==> config.mk <==
export PLATFORM = sky130hd
export DESIGN_NAME = spiral_search_seq
export DESIGN_NICKNAME = d
export VERILOG_FILES = /design/src/rtl/spiral_pkg.sv /design/src/rtl/ssq_action_map.sv /design/src/rtl/ssq_spiral_drive.sv /design/src/rtl/spiral_search_seq.sv
export SDC_FILE = /design/constraint.sdc
export NUM_CORES = 1
export LEC_CHECK = 0
export CAP_MARGIN = 25
export CORE_ASPECT_RATIO = 1.4
export CORE_UTILIZATION = 40
export DETAILED_ROUTE_END_ITERATION = 10
export GPL_ROUTABILITY_DRIVEN = 0
export HOLD_SLACK_MARGIN = 0.03
export PLACE_DENSITY_LB_ADDON = 0.3
export SYNTH_ARGS = -nofsm -noshare
export SYNTH_HDL_FRONTEND = slang
export SYNTH_SLANG_ARGS = --single-unit
==> constraint.sdc <==
create_clock -name clk -period 4.1 [get_ports clk]
set_input_delay 0.82 -clock clk [delete_from_list [all_inputs] [get_ports clk]]
set_output_delay 0.82 -clock clk [all_outputs]
set_load 0.02 [all_outputs]
==> src/rtl/spiral_pkg.sv <==
package spiral_pkg;

    localparam logic [1:0] SPD_OFF  = 2'd0;
    localparam logic [1:0] SPD_HALF = 2'd1;
    localparam logic [1:0] SPD_FULL = 2'd2;

    typedef struct packed {
        logic [1:0] l_spd;
        logic       l_fwd;
        logic [1:0] r_spd;
        logic       r_fwd;
    } drive_t;

    typedef enum logic [1:0] {
        ST_FOLLOW = 2'd0,
        ST_HOLD   = 2'd1,
        ST_SEARCH = 2'd2
    } mode_e;

    localparam drive_t DRV_STOP = '{l_spd: SPD_OFF, l_fwd: 1'b1, r_spd: SPD_OFF, r_fwd: 1'b1};

endpackage

==> src/rtl/ssq_action_map.sv <==
module ssq_action_map
    import spiral_pkg::*;
(
    input  logic [2:0] code,
    output drive_t     drv
);
    always_comb begin
        drv = DRV_STOP;
        unique case (code)
            3'd0: drv = '{l_spd: SPD_HALF, l_fwd: 1'b0, r_spd: SPD_FULL, r_fwd: 1'b1};
            3'd1: drv = '{l_spd: SPD_FULL, l_fwd: 1'b1, r_spd: SPD_HALF, r_fwd: 1'b0};
            3'd2: drv = '{l_spd: SPD_OFF,  l_fwd: 1'b1, r_spd: SPD_FULL, r_fwd: 1'b1};
            3'd3: drv = '{l_spd: SPD_FULL, l_fwd: 1'b1, r_spd: SPD_OFF,  r_fwd: 1'b1};
            3'd4: drv = '{l_spd: SPD_HALF, l_fwd: 1'b1, r_spd: SPD_FULL, r_fwd: 1'b1};
            3'd5: drv = '{l_spd: SPD_FULL, l_fwd: 1'b1, r_spd: SPD_HALF, r_fwd: 1'b1};
            3'd6: drv = '{l_spd: SPD_FULL, l_fwd: 1'b1, r_spd: SPD_FULL, r_fwd: 1'b1};
            default: drv = DRV_STOP;
        endcase
    end
endmodule

==> src/rtl/ssq_spiral_drive.sv <==
module ssq_spiral_drive
    import spiral_pkg::*;
#(
    parameter bit INNER_RIGHT = 1'b1
) (
    input  logic [1:0] step,
    output drive_t     drv
);
    generate
        if (INNER_RIGHT) begin : g_right_turn
            assign drv = '{l_spd: SPD_FULL, l_fwd: 1'b1, r_spd: step, r_fwd: 1'b1};
        end else begin : g_left_turn
            assign drv = '{l_spd: step, l_fwd: 1'b1, r_spd: SPD_FULL, r_fwd: 1'b1};
        end
    endgenerate
endmodule

==> src/rtl/spiral_search_seq.sv <==
module spiral_search_seq
    import spiral_pkg::*;
#(
    parameter int LOST_TICKS = 2381,
    parameter int SEC_TICKS  = 476
) (
    input  logic       clk,
    input  logic       rst_n,
    input  logic       tick,
    input  logic [2:0] cmd,
    input  logic       line_lost,
    input  logic       no_surface,
    output logic [1:0] l_speed,
    output logic       l_fwd,
    output logic [1:0] r_speed,
    output logic       r_fwd
);
    localparam int MAX_WIN = (LOST_TICKS > SEC_TICKS) ? LOST_TICKS : SEC_TICKS;
    localparam int CNT_W   = $clog2(MAX_WIN + 1);
    localparam logic [CNT_W-1:0] LOST_LAST = CNT_W'(LOST_TICKS - 1);
    localparam logic [CNT_W-1:0] SEC_LAST  = CNT_W'(SEC_TICKS - 1);

    typedef struct packed {
        mode_e            mode;
        logic [CNT_W-1:0] cnt;
        logic [1:0]       step;
        drive_t           hold;
    } seq_t;

    seq_t   seq_q, seq_d;
    drive_t map_drv, spiral_drv, out_drv;
    logic   sample_en;

    ssq_action_map u_map (
        .code (cmd),
        .drv  (map_drv)
    );

    ssq_spiral_drive #(.INNER_RIGHT(1'b1)) u_spiral (
        .step (seq_q.step),
        .drv  (spiral_drv)
    );

    assign sample_en = tick && !no_surface;

    always_comb begin
        seq_d = seq_q;
        if (sample_en) begin
            if (!line_lost) begin
                // line present: follow the code; code 7 maps to the stopped drive
                seq_d.mode = ST_FOLLOW;
                seq_d.cnt  = '0;
                seq_d.step = SPD_OFF;
                seq_d.hold = map_drv;
            end else if (seq_q.mode == ST_SEARCH) begin
                if (seq_q.cnt == SEC_LAST) begin
                    seq_d.cnt  = '0;
                    seq_d.step = (seq_q.step == SPD_FULL) ? SPD_OFF : seq_q.step + 2'd1;
                end else begin
                    seq_d.cnt = seq_q.cnt + 1'b1;
                end
            end else begin
                if (seq_q.cnt == LOST_LAST) begin
                    seq_d.mode = ST_SEARCH;
                    seq_d.cnt  = '0;
                    seq_d.step = SPD_OFF;
                end else begin
                    seq_d.mode = ST_HOLD;
                    seq_d.cnt  = seq_q.cnt + 1'b1;
                end
            end
        end
    end

    always_ff @(posedge clk or negedge rst_n) begin
        if (!rst_n) begin
            seq_q <= '{mode: ST_FOLLOW, cnt: '0, step: SPD_OFF, hold: DRV_STOP};
        end else begin
            seq_q <= seq_d;
        end
    end

    always_comb begin
        out_drv = (seq_q.mode == ST_SEARCH) ? spiral_drv : seq_q.hold;
        if (no_surface) begin
            out_drv = DRV_STOP;
        end
    end

    assign l_speed = out_drv.l_spd;
    assign l_fwd   = out_drv.l_fwd;
    assign r_speed = out_drv.r_spd;
    assign r_fwd   = out_drv.r_fwd;

    // nothing moves between ticks
    assert_idle_stable_R10: assert property (@(posedge clk) disable iff (!rst_n)
        !tick |=> $stable(seq_q));

    // ticks during no-surface leave the state frozen
    assert_nosurf_freeze_R8: assert property (@(posedge clk) disable iff (!rst_n)
        (tick && no_surface) |=> $stable(seq_q));

    // a line-present tick returns to follow with a cleared count
    assert_line_resume_R7: assert property (@(posedge clk) disable iff (!rst_n)
        (sample_en && !line_lost) |=> (seq_q.mode == ST_FOLLOW && seq_q.cnt == '0));

    // search always starts at the tightest circle
    assert_search_entry_R4: assert property (@(posedge clk) disable iff (!rst_n)
        $rose(seq_q.mode == ST_SEARCH) |-> (seq_q.step == SPD_OFF && seq_q.cnt == '0));

    // hold count never reaches the loss window
    assert_hold_window_R3: assert property (@(posedge clk) disable iff (!rst_n)
        (seq_q.mode != ST_SEARCH) |-> (seq_q.cnt <= LOST_LAST));

    // interval count stays inside one second in search
    assert_sec_window_R5: assert property (@(posedge clk) disable iff (!rst_n)
        (seq_q.mode == ST_SEARCH) |-> (seq_q.cnt <= SEC_LAST));

    // inner step wraps after the straight level
    assert_step_wrap_R6: assert property (@(posedge clk) disable iff (!rst_n)
        (sample_en && line_lost && seq_q.mode == ST_SEARCH && seq_q.cnt == SEC_LAST
         && seq_q.step == SPD_FULL) |=> (seq_q.step == SPD_OFF));

    // reset request leaves a stopped drive
    assert_reset_req_R9: assert property (@(posedge clk) disable iff (!rst_n)
        (sample_en && !line_lost && cmd == 3'd7) |=> (seq_q.hold == DRV_STOP));

endmodule

==> results of run 1 <==
## cell usage in the layout (no fill, tap or decap), drive strengths merged
cell type,count
nor2b,2
o2111ai,1
o31ai,2
ha,2
or4,1
clkdlybuf4s50,13
nor2,7
o211ai,2
and4,3
a21oi,4
nor3,13
nor4bb,1
clkbuf,3
and4bb,1
nand3b,1
dfstp,2
o21ai,9
dfrtp,20
a31oi,1
inv,2
or2,1
a22o,1
xnor2,4
buf,1
nor4b,1
a211oi,2
nand2,17
nor3b,1
nor4,3
and4b,1
nand4,5
or3,3
nand2b,5
o22ai,2
bufinv,1
xor2,5
nand4b,1
nand3,6
## worst max-delay path, cell delays in order
cell             delay, ps
clkdlybuf4s50_1        560
or3_2                  530
clkdlybuf4s50_1        550
## where the power goes
part / internal (W) / leakage (nW) / switching [W]
clock network: 0.000131 / 0.0357 / 0.0000776
registers: 0.000236 / 0.291 / 0.0000122
logic: 0.0000399 / 0.263 / 0.0000495
## synth_stat cells, types with 3 or more instances
library cell / count
dfrtp_1: 20
nand2_1: 17
nor3_1: 13
o21ai_0: 9
nor2_1: 7
nand3_1: 6
nand2b_1: 5
nand4_1: 5
xor2_1: 5
a21oi_1: 4
xnor2_1: 4
and4_1: 3
clkbuf_1: 3
nor4_1: 3
## path summary, 6_finish.rpt
kind,end
setup / recovery,r_fwd
hold / removal,seq_q[3]$_DFFE_PN1P_
setup reg to reg,seq_q[7]$_DFFE_PN0P_
hold reg to reg,seq_q[3]$_DFFE_PN1P_
max in group asynchronous,seq_q[7]$_DFFE_PN0P_
min in group asynchronous,seq_q[11]$_DFFE_PN0P_
## kinds of logic after synthesis
kind of cell               Yosys count  share of synthesized area (%)
AOI/OAI and AO/OA                   24                          12.01
xor gates and xnor gates             9                          6.051
adders and majority gates            2                          1.921
buffers and inverters               11                          4.899
DFF                                 22                          42.46
and+or+nand+nor                     73                          32.66
## layer usage
layer  global-route usage [%]  part of all wire (%)  up-vias
met5                        0                     0        -
met4                    6.984                   1.5        0
met3                    1.316                   2.4        5
met2                    31.70                    53       25
met1                    21.62                    43      514
li1                         -                     -      532
## area by class of cell
class | instances | area, um^2 | area share, %
timing repair buffer | 14 | 145.1 | 9.603
sequential | 22 | 553.0 | 36.59
inverter | 2 | 7.507 | 0.4967
clock inverter | 1 | 30.03 | 1.987
multi-input combinational | 108 | 685.7 | 45.36
clock buffer | 3 | 41.29 | 2.732
tap | 39 | 48.80 | 3.228
## metrics by stage
stage,util (%),cell area [um^2]
global placement,45.63,1425
global route,48.40,1511
finish,48.40,1511
detailed placement,45.63,1425
floorplan,-,1303
CTS,47.92,1496
==> results.ini, run 1 <==
[synth]
post-synth-top-area-fraction_pct = 38.42
ys.flop_type = dfrtp_1
ys_seq_area_share_pct = 42.46
syn_area_um2 = 1302
synth_area_leaders = dfrtp_1 38%, nor3_1 5.0%, nand2_1 4.9%, dfstp_2 4.0%, o21ai_0 3.5%
synthCells = 141
synth_cell_type_count = 40
avgSynthCellArea_um2 = 9.238
ys_warn_count = 0
synth-seq-cells = 22
async_flop_share_pct = 100.0
synth_edf_count = 0
synth_top_area_cell = dfrtp_1
syn_nets = 151

[timing]
fin_crit_ps = 3276
finalCritPeriodShare_pct = 79.90
worst_clock_skew_ps = 2.418
maxSlewHeadroom_pct = 47.58
setup_ws_ps = 824.3
fin_tns_setup_ps = 0
hold_violations = 0
fmax_mhz = 305.3
worst_pin_slew_ps = 783.4
rsz0062_at_grt = false
holdWs_ps = 491.4
setup_viol = 0
final_max_slew_viol_count = 0

[global_routing]
antenna_found_initial = 0
overflow = 0
grt_max_degree = 23
grt_first_pass_wirelength_um = 4843
grt_use_total_pct = 17.84
grt_pass1_vias = 1078

[hold_path]
worstHoldPathCells = 2
hp-class = register to register
hp-start = seq_q[3]$_DFFE_PN1P_

[setup_path]
reg2reg_slack_ps = 1870
worstSetupEndpointType = primary output
crit_required_ps = 3280
cp-startpoint = no_surface
rr_worst_depth = 5
crit_type = input port to primary output
crit_arrival_ps = 2460
crit_path_max_fanout = 11
rr_startpoint = seq_q[8]$_DFFE_PN0P_
setup.worst_path.start_class = input port

[clocking]
path_clk_slew_ps = 80
clock-sinks = 22
cts.repair.resized = 0
cts.path.max_buffers = 2
cts_buffers = 3
htree_num_levels = 1
ctsRootBufferMaster = clkbuf_8
cts_setup_buffers = 0
insertion_delay_ps = 270
cts_hold_buf = 0
cts_tree = yes

[run]
drv_cap = 0

[routing]
viasPerCell = 5.693
num_vias = 1076
antenna_left = 0
routed_wl_um = 2896
drt-initial-drc-count = 40
first_pass_iters = 4
wl_per_cell_um = 15.32
drc = 0

[floorplanning]
die_x_um = 50.23
initial_utilization_pct = 41.71
dieArea_um2 = 3492
dieHeight_um = 69.52
core_area_um2 = 3123
rows = 24
ioPinCount = 14

[finish]
area_delta_synth_final_pct = 16.04
instances_no_fill = 189
largest_reg_flops = 22
reg_top3 = seq_q: 22 flops
n_fill_cell = 311
top_register = seq_q
drive_gt1_share_pct = 10.67
nets = 161
diodes = 0

[placement]
port_buffers = 13
pre_cts_ws_ps = 817.8
dp_hpwl_um = 2046
post-place-cells = 184

[power_and_ir_drop]
power.density_nw_per_um2 = 361.2
vdd_ir_drop_max_mv = 0.2153
finalPower_w = 0.0005460
p_leak_nw = 0.5896

[status]
outcome = complete, no violations

Power figures use the tool's default switching activity.
==> run 2, diff against run 1 <==
==> constraint.sdc (replaced) <==
create_clock -name clk -period 2.96 [get_ports clk]
set_input_delay 0.592 -clock clk [delete_from_list [all_inputs] [get_ports clk]]
set_output_delay 0.592 -clock clk [all_outputs]
set_load 0.02 [all_outputs]
==> run 2 against run 1 <==
Against the previous run: clock power grew 6%; worst hold slack lost 8.3 ps; wire length shrank 0.35%; die area is the same; sequential power grew 39%; clock skew grew 2.6 ps; utilization grew 0.20 points; via count grew 1.3%; first-iteration DRC count shrank 10%; sequential cell count is the same; combinational power grew 39%; critical path type unchanged; largest cell class unchanged.
==> results.ini, run 2 (synthesis gave the netlist of run 1 again) <==
[status]
outcome = complete, no violations  ; unchanged

[power_and_ir_drop]
p_int_w = 0.0005021  ; was 0.0004067 W
p_leak_nw = 0.6007  ; was 0.5896 nW
switchingPower_w = 0.0001855  ; was 0.0001393 W
pwr-share-seq_pct = 50.1  ; was 45.5%
power.density_nw_per_um2 = 453.1  ; was 361.2 nW/um^2
p_comb_share_pct = 18.0  ; was 16.4%
power_frac_clock_pct = 31.9  ; was 38.1%
sw_frac_of_total_pct = 26.98  ; was 25.51%
vdd_ir_drop_max_mv = 0.3343  ; was 0.2153 mV

[finish]
reg_top3 = seq_q: 22 flops  ; unchanged
diodes = 0  ; unchanged
area_delta_synth_final_pct = 16.52  ; was 16.04%
multiInputGateArea_um2 = 685.7  ; unchanged
largest_reg_flops = 22  ; unchanged
layout_common_cells = 20 x dfrtp_1, 17 x nand2_1, 13 x nor3_1, 13 x clkdlybuf4s50_1, 9 x o21ai_0  ; unchanged
register_area_um2 = 553.0  ; unchanged
drive_gt1_share_pct = 12.99  ; was 10.67%
n_fill_cell = 319  ; was 311
nets = 165  ; was 161
utilization_pct = 48.60  ; was 48.40%
top_register = seq_q  ; unchanged
final_common_cell = dfrtp_1  ; unchanged

[placement]
port_buffers = 13  ; unchanged
pre_cts_ws_ps = 256.2  ; was 817.8 ps
dp_hpwl_um = 2168  ; was 2046 um

[routing]
drc = 0  ; unchanged
antenna_left = 0  ; unchanged
viasPerCell = 5.648  ; was 5.693
wl_per_cell_um = 14.95  ; was 15.32 um
drt-initial-drc-count = 36  ; was 40
routed_wl_um = 2886  ; was 2896 um
num_vias = 1090  ; was 1076
first_pass_iters = 5  ; was 4

[setup_path]
setup.worst_path.start_class = input port  ; unchanged
reg2reg_slack_ps = 1090  ; was 1870 ps
cp-endpoint = r_fwd  ; unchanged
rr_worst_depth = 6  ; was 5
crit_required_ps = 2370  ; was 3280 ps
cp-startpoint = no_surface  ; unchanged
r2r_end = seq_q[18]$_DFFE_PN0P_  ; was seq_q[7]$_DFFE_PN0P_
rr_startpoint = seq_q[9]$_DFFE_PN0P_  ; was seq_q[8]$_DFFE_PN0P_
crit_type = input port to primary output  ; unchanged
worstSetupEndpointType = primary output  ; unchanged
crit_path_max_fanout = 5  ; was 11
crit_arrival_ps = 2100  ; was 2460 ps

[global_routing]
grt_first_pass_wirelength_um = 5202  ; was 4843 um
grt_max_degree = 23  ; unchanged
antenna_found_initial = 0  ; unchanged
overflow = 0  ; unchanged
grt_pass1_vias = 1165  ; was 1078
grt_use_total_pct = 19.40  ; was 17.84%

[timing]
finalCritPeriodShare_pct = 91.11
setup_ws_ps = 263.1  ; was 824.3 ps
fin_crit_ps = 2697
final_max_slew_viol_count = 0  ; unchanged
maxSlewHeadroom_pct = 60.96  ; was 47.58%
worst_clock_skew_ps = 5.015  ; was 2.418 ps
hold_violations = 0  ; unchanged
fmax_mhz = 370.8
worst_pin_slew_ps = 584.4  ; was 783.4 ps
setup_viol = 0  ; unchanged
fin_tns_setup_ps = 0  ; unchanged
rsz0062_at_grt = false  ; unchanged

[clocking]
path_clk_slew_ps = 80  ; about the same
cts.repair.resized = 0  ; unchanged
cts_hold_buf = 0  ; unchanged
cts_buffers = 3  ; unchanged
cts_tree = yes  ; unchanged
ctsRootBufferMaster = clkbuf_8  ; unchanged
cts.path.max_buffers = 2  ; unchanged
cts_setup_buffers = 0  ; unchanged
clock-sinks = 22  ; unchanged
htree_num_levels = 1  ; unchanged
insertion_delay_ps = 260  ; was 270 ps

[floorplanning]
ioPinCount = 14  ; unchanged
dieArea_um2 = 3492  ; unchanged
dieHeight_um = 69.52  ; unchanged
core_area_um2 = 3123  ; unchanged
initial_utilization_pct = 41.71  ; unchanged
die_x_um = 50.23  ; unchanged
rows = 24  ; unchanged

[hold_path]
hp-class = register to register  ; unchanged

[run]
drv_cap = 0  ; unchanged

-- run 2: changes by cell type in the layout (fill, tap and decap cells not counted) --
cell and delta:
buf_4 +5, buf_8 -1, clkbuf_8 +1, bufinv_16 -1
-- run 2: final cells by class --
cell class	count	area share, %
clock buffers	4	3.627
inverters	2	0.4946
multi-input cells	108	45.18
flip-flops and latches	22	36.44
well taps	39	3.215
repair buffers	18	11.05
-- run 2: power groups by stage --
stage	Clock (W)	Sequential [W]	Combinational, W
after floorplan	0	0.000344	0.0000745
after global placement	0	0.000350	0.000122
after detailed placement	0	0.000350	0.000125
after CTS	0.000221	0.000345	0.000126
after global routing	0.000233	0.000347	0.000140
final	0.000220	0.000345	0.000124
-- run 2: per-layer routing --
layer | vias up | share of wire [%] | routed length [um] | GRT usage [%]
met1 | 518 | 41 | 1175 | 21.83
li1 | 540 | - | - | -
met4 | 0 | 1.6 | 47 | 6.984
met3 | 6 | 3.2 | 91 | 2.412
met2 | 26 | 54 | 1571 | 35.85
met5 | - | 0 | 0 | 0
-- run 2: worst max-delay path, stage by stage --
cell             delay (ps)
clkdlybuf4s50_1         460
or3_2                   490
clkdlybuf4s50_1         560
-- run 2: how the worst min path moves through the flow --
stage	from	endpoint	slack [ps]	cells past startpoint
after global placement	seq_q[2]$_DFFE_PN0P_	seq_q[2]$_DFFE_PN0P_	470	2
final	seq_q[1]$_DFFE_PN0P_	seq_q[1]$_DFFE_PN0P_	480	2
after global routing	seq_q[3]$_DFFE_PN1P_	seq_q[3]$_DFFE_PN1P_	510	2
after CTS	seq_q[1]$_DFFE_PN0P_	seq_q[1]$_DFFE_PN0P_	490	2
after floorplan	rst_n	seq_q[10]$_DFFE_PN0P_	300	0
after detailed placement	seq_q[1]$_DFFE_PN0P_	seq_q[1]$_DFFE_PN0P_	470	2
-- run 2: metrics by stage --
| stage | area, um^2 | hold WS, ps | instances | power (W) |
|---|---|---|---|---|
| final | 1518 | 483.0 | 193 | 0.0006876 |
| after global routing | 1518 | 508.2 | 193 | 0.0007201 |
| after CTS | 1518 | 492.4 | 193 | 0.0006916 |
| after detailed placement | 1463 | 474.1 | 189 | 0.0004752 |
| after global placement | 1463 | 473.0 | 189 | 0.0004712 |
| after floorplan | 1303 | 296.4 | 141 | 0.0004187 |
